$ cat config.mk
export PLATFORM = sky130hd
export DESIGN_NAME = alarm_irq_agg
export DESIGN_NICKNAME = d
export VERILOG_FILES = /design/src/rtl/alarm_irq_agg.sv
export SDC_FILE = /design/constraint.sdc
export NUM_CORES = 1
export LEC_CHECK = 0
export BUFFER_PORTS_ARGS = -buffer_cell sky130_fd_sc_hd__buf_4
export CAP_MARGIN = 10
export CELL_PAD_IN_SITES_DETAIL_PLACEMENT = 1
export CELL_PAD_IN_SITES_GLOBAL_PLACEMENT = 1
export CORE_MARGIN = 3
export CORE_UTILIZATION = 37
export CTS_CLUSTER_DIAMETER = 120
export DETAILED_ROUTE_END_ITERATION = 6
export HOLD_SLACK_MARGIN = 0.1
export PLACE_DENSITY_LB_ADDON = 0.1
export SYNTH_ARGS = -nofsm -noshare
export SYNTH_HDL_FRONTEND = slang
export SYNTH_SLANG_ARGS = --single-unit
$ cat constraint.sdc
create_clock -name clk -period 1.4 [get_ports clk]
set_input_delay 0.35 -clock clk [delete_from_list [all_inputs] [get_ports clk]]
set_output_delay 0.35 -clock clk [all_outputs]
set_load 0.05 [all_outputs]
$ cat src/rtl/alarm_irq_agg.sv
module alarm_irq_agg #(
  parameter int SAMPLE_DIV = 20,
  parameter int AW = 8,
  parameter int DW = 8
) (
  input  logic          clk,
  input  logic          rst_n,
  input  logic [5:0]    alarm_in,
  input  logic          wr_en,
  input  logic          rd_en,
  input  logic [AW-1:0] addr,
  input  logic [DW-1:0] wr_data,
  output logic [DW-1:0] rd_data,
  output logic          rd_valid,
  output logic          irq_n
);
  localparam int CW = (SAMPLE_DIV > 1) ? $clog2(SAMPLE_DIV) : 1;
  localparam logic [AW-1:0] A_GEN    = AW'(2);
  localparam logic [AW-1:0] A_RXMASK = AW'(4);
  localparam logic [AW-1:0] A_RXSTK  = AW'(5);
  localparam logic [AW-1:0] A_RXLIVE = AW'(9);
  localparam logic [AW-1:0] A_TXMASK = AW'(132);
  localparam logic [AW-1:0] A_TXSTK  = AW'(133);
  localparam logic [AW-1:0] A_TXLIVE = AW'(137);
  localparam int FLD = 4;
  localparam int GEN_BIT = 5;

  logic [5:0] sync1, live;
  logic [5:0] sticky, mask, clr, set;
  logic gen_en;
  logic [CW-1:0] cnt;
  logic tick;

  always_ff @(posedge clk or negedge rst_n)
    if (!rst_n) begin
      sync1 <= '0;
      live  <= '0;
    end else begin
      sync1 <= alarm_in;
      live  <= sync1;
    end

  assign tick = (cnt == CW'(SAMPLE_DIV - 1));

  always_ff @(posedge clk or negedge rst_n)
    if (!rst_n) cnt <= '0;
    else        cnt <= tick ? '0 : cnt + 1'b1;

  assign clr[2:0] = (wr_en && addr == A_RXSTK) ? wr_data[FLD+2:FLD] : 3'b000;
  assign clr[5:3] = (wr_en && addr == A_TXSTK) ? wr_data[FLD+2:FLD] : 3'b000;
  assign set      = (tick && gen_en) ? live : 6'b0;

  always_ff @(posedge clk or negedge rst_n)
    if (!rst_n) sticky <= '0;
    else        sticky <= (sticky & ~clr) | set;

  always_ff @(posedge clk or negedge rst_n)
    if (!rst_n) begin
      mask   <= '0;
      gen_en <= 1'b0;
    end else if (wr_en) begin
      if (addr == A_RXMASK) mask[2:0] <= wr_data[FLD+2:FLD];
      if (addr == A_TXMASK) mask[5:3] <= wr_data[FLD+2:FLD];
      if (addr == A_GEN)    gen_en    <= wr_data[GEN_BIT];
    end

  logic [DW-1:0] rd_mux;
  always_comb begin
    rd_mux = '0;
    case (addr)
      A_GEN:    rd_mux[GEN_BIT] = gen_en;
      A_RXMASK: rd_mux[FLD+2:FLD] = mask[2:0];
      A_RXSTK:  rd_mux[FLD+2:FLD] = sticky[2:0];
      A_RXLIVE: rd_mux[FLD+2:FLD] = live[2:0];
      A_TXMASK: rd_mux[FLD+2:FLD] = mask[5:3];
      A_TXSTK:  rd_mux[FLD+2:FLD] = sticky[5:3];
      A_TXLIVE: rd_mux[FLD+2:FLD] = live[5:3];
      default:  rd_mux = '0;
    endcase
  end

  always_ff @(posedge clk or negedge rst_n)
    if (!rst_n) begin
      rd_data  <= '0;
      rd_valid <= 1'b0;
    end else begin
      rd_valid <= rd_en;
      if (rd_en) rd_data <= rd_mux;
    end

  assign irq_n = ~|(sticky & mask);

  a_r3_set_needs_strobe: assert property (@(posedge clk) disable iff (!rst_n)
    (|(sticky & ~$past(sticky))) |-> $past(tick));

  a_r4_no_capture_when_off: assert property (@(posedge clk) disable iff (!rst_n)
    !gen_en |=> ((sticky & ~$past(sticky)) == 6'b0));

  a_r5_clear_needs_write: assert property (@(posedge clk) disable iff (!rst_n)
    (|($past(sticky) & ~sticky)) |-> $past(wr_en));

  a_r6_set_wins: assert property (@(posedge clk) disable iff (!rst_n)
    (tick && gen_en && |live) |=> |sticky);

  a_r10_read_latency: assert property (@(posedge clk) disable iff (!rst_n)
    rd_en |=> rd_valid);

  a_r7_irq_needs_mask: assert property (@(posedge clk) disable iff (!rst_n)
    (mask == 6'b0) |-> irq_n);
endmodule

==> flow_metrics.py <==
metrics = {
    "worst_setup_path": {
        "timing.rr.end": "sticky[4]",
        "cpPeakStageDelay_ns": 0.42,
        "path_class": "flip-flop to output pin",
        "startpoint_type": "flip-flop",
        "crit_path_max_fanout": 2,
        "worst_r2r_path_depth": 4,
        "arrival_ns": 1.41,
        "reg2reg_setup_slack_ns": 0.07,
        "required_ns": 1.05,
        "crit-reg2reg-launch": "cnt[0]",
        "crit_path_end_kind": "output pin",
        "crit_path_cell_trace": "a22oi_2, nand2_1, a221oi_2, buf_6",
        "slowest_stage": "dfrtp_1",
    },
    "drt": {
        "vias": 1235,
        "drt_iter0_markers": 71,
        "drtAntennaViolNets": 0,
        "wire_per_inst_um": 18.2,
        "drt-total-wl_um": 4280,
        "vias_per_cell": 5.26,
        "dr.pass1.iters": 4,
        "drc": 0,
    },
    "global_routing": {
        "globalRouteMet3Util_pct": 4.17,
        "use_met1_pct": 21.2,
        "grt_max_degree": 35,
        "grt.total_usage_pct": 18.1,
        "antenna_found_initial": 0,
        "grt_busiest_layer": "met2",
        "first_global_vias": 1375,
        "overflow": 0,
        "met2_usage_pct": 32.4,
        "grt_pass1_wl_um": 6910,
    },
    "placed_design": {
        "dp.cells": 224,
        "gp_congestion": 0.767,
        "postPlaceCellArea_um2": 1940,
        "port_buffers": 25,
        "dp_hpwl_um": 3000,
    },
    "logic_synthesis": {
        "synth_ff_type": "dfrtp_1",
        "seq_area_frac_synth_pct": 55.7,
        "synthArstFlopShare_pct": 100,
        "syn_avg_cell_area_um2": 11.8,
        "synth_cell_types": 35,
        "yosys.area.top_type": "dfrtp_1",
        "yosysTopAreaCellShare_pct": 55.7,
        "synth.ff_latch_count": 34,
        "syn_area_um2": 1530,
        "ys_top_cells_by_area": "dfrtp_1 (56%), a22o_1 (4.6%), mux2_2 (4.4%)",
        "synth-edff-count": 0,
        "synth_cells": 129,
        "ys_warn_count": 0,
    },
    "run": {
        "maxCapViolations": 0,
    },
    "cts": {
        "root_buffer": "clkbuf_8",
        "worstSkewPairLatency_ns": 0.28,
        "cts_tree": "yes",
        "htreeDepth": 2,
        "clkTransAtPathRegs_ns": 0.08,
        "clockBufferDepth": 2,
        "numCtsBuffers": 5,
        "clock_sinks": 34,
    },
    "layout": {
        "instances_no_fill": 235,
        "design_area_um2": 2200,
        "antenna_cells": 0,
        "finalNetCount": 213,
        "area_growth_pct": 44.1,
        "drive_gt1_share_pct": 44.9,
        "fill_cells": 401,
    },
    "timing": {
        "post-route-period-util_pct": 126,
        "slew_viol_final": 0,
        "setup_viol": 13,
        "rsz0062_at_grt": "yes",
        "max_freq_mhz": 567,
        "fin_crit_ns": 1.76,
        "hold_viol": 0,
        "setup_ws_ns": -0.364,
        "skew_ns": 0.00815,
    },
    "pwr": {
        "p_total_mw": 2.38,
        "ir_drop_uv": 745,
        "leakage_nw": 1.01,
        "pwr_density_cell_nw_per_um2": 1080,
    },
    "worst_hold_path": {
        "holdPathStages": 1,
        "min_to": "sync1[3]",
        "hold_path.class": "input pin to flip-flop",
        "hold_path_startpoint": "alarm_in[3]",
    },
    "floorplan": {
        "ios": 36,
        "start_util_pct": 39.9,
        "dieWidth_um": 70.3,
        "chipHeight_um": 70.3,
        "dieArea_um2": 4940,
        "coreArea_um2": 3830,
        "rows": 22,
    },
    "run_status": {
        "status": "complete, but fails checks",
        "violations": "setup timing",
    },
}
[cell usage in the layout, fill, tap and decap left out, drive strengths merged, types with 3 or more instances in the layout]
master   n
a22o     8
a22oi    4
buf     53
clkbuf   5
conb     5
dfrtp   34
inv      4
mux2     9
mux2i    3
nand2   12
nand2b   3
nor2     3
nor2b    5
nor3     5
o21ai    5
o32a     3
[critical path: cells and delay by family, from the launching register on]
family                 cells  cell delay [ns]
AO/OA/AOI/OAI              2             0.42
buffers and inverters      1             0.20
flip-flops                 1             0.42
AND/OR/NAND/NOR            1             0.09
[final cells by class]
cell class	instances	area (um2)	share of cell area, %
multi-input combinational	87	708	32.2
sequential	34	851	38.6
inverter	4	15.0	0.682
tap	48	60.1	2.73
timing repair buffer	54	430	19.5
clock inverter	3	68.8	3.13
clock buffer	5	68.8	3.13
[metrics by stage]
stage / util, % / hold slack [ns] / setup WS, ns / setup TNS, ns
3_5_place_dp: 50.8 / 0.324 / -0.475 / -5.46
4_1_cts: 56.0 / 0.161 / -0.356 / -1.19
2_1_floorplan: - / 0.0544 / -0.313 / -2.83
3_3_place_gp: 50.8 / 0.318 / -0.458 / -5.28
6_report: 57.6 / 0.173 / -0.364 / -1.50
5_1_grt: 57.6 / 0.150 / -0.402 / -1.74
[kinds of logic after synthesis]
logic type / count (synthesis) / synth area share, %
mux: 12 / 9.34
xor+xnor: 1 / 0.573
other cells: 1 / 0.245
flops: 34 / 55.7
buf+inv: 12 / 4.18
compound gates: 28 / 14.1
fa+ha+maj: 1 / 0.819
simple gates: 40 / 15.1
[Yosys cell counts (all sizes together), types with 4 or more instances]
master and instances:
dfrtp 34, nand2 12, mux2 9, a22o 8, buf 5, nor2b 5, nor3 5, o21ai 5
a22oi 4, inv 4
[worst max-delay path by stage]
stage | start | end
2_1_floorplan | addr[5] | mask[3]
3_3_place_gp | addr[5] | mask[3]
3_5_place_dp | addr[5] | mask[4]
4_1_cts | mask[4] | irq_n
5_1_grt | mask[2] | irq_n
6_report | mask[2] | irq_n
[layer usage]
metal / wire [um] / share of wire [%]
met2: 2400 / 56
met5: 0 / 0
met4: 31 / 0.72
met1: 1690 / 39
met3: 157 / 3.7
[timing repair]
| item | 4_1_cts | 5_1_grt |
|---|---|---|
| endpoints found under the setup margin | 13 | 12 |
| endpoints found under the hold margin | 34 | 0 |
| pin swaps | 4 | 6 |
| gates cloned | 0 | 0 |
| hold buffers | 1 | 0 |
| resized for setup | 13 | 11 |
| setup buffers | 0 | 2 |
[state kept, by name (all words and copies together), names as in the netlist]
signal,cells
live,6
mask,6
sticky,6
sync1,6
cnt,5
rd_data,3
gen_en,1
rd_valid,1
[report_power, final]
group          total (mW)  switching [mW]  leakage (nW)  internal, mW
sequential           1.04          0.0240         0.434          1.02
clock                1.09           0.379        0.0683         0.714
combinational       0.250           0.136         0.513         0.114
No activity file was read; power rests on OpenSTA's default activity.
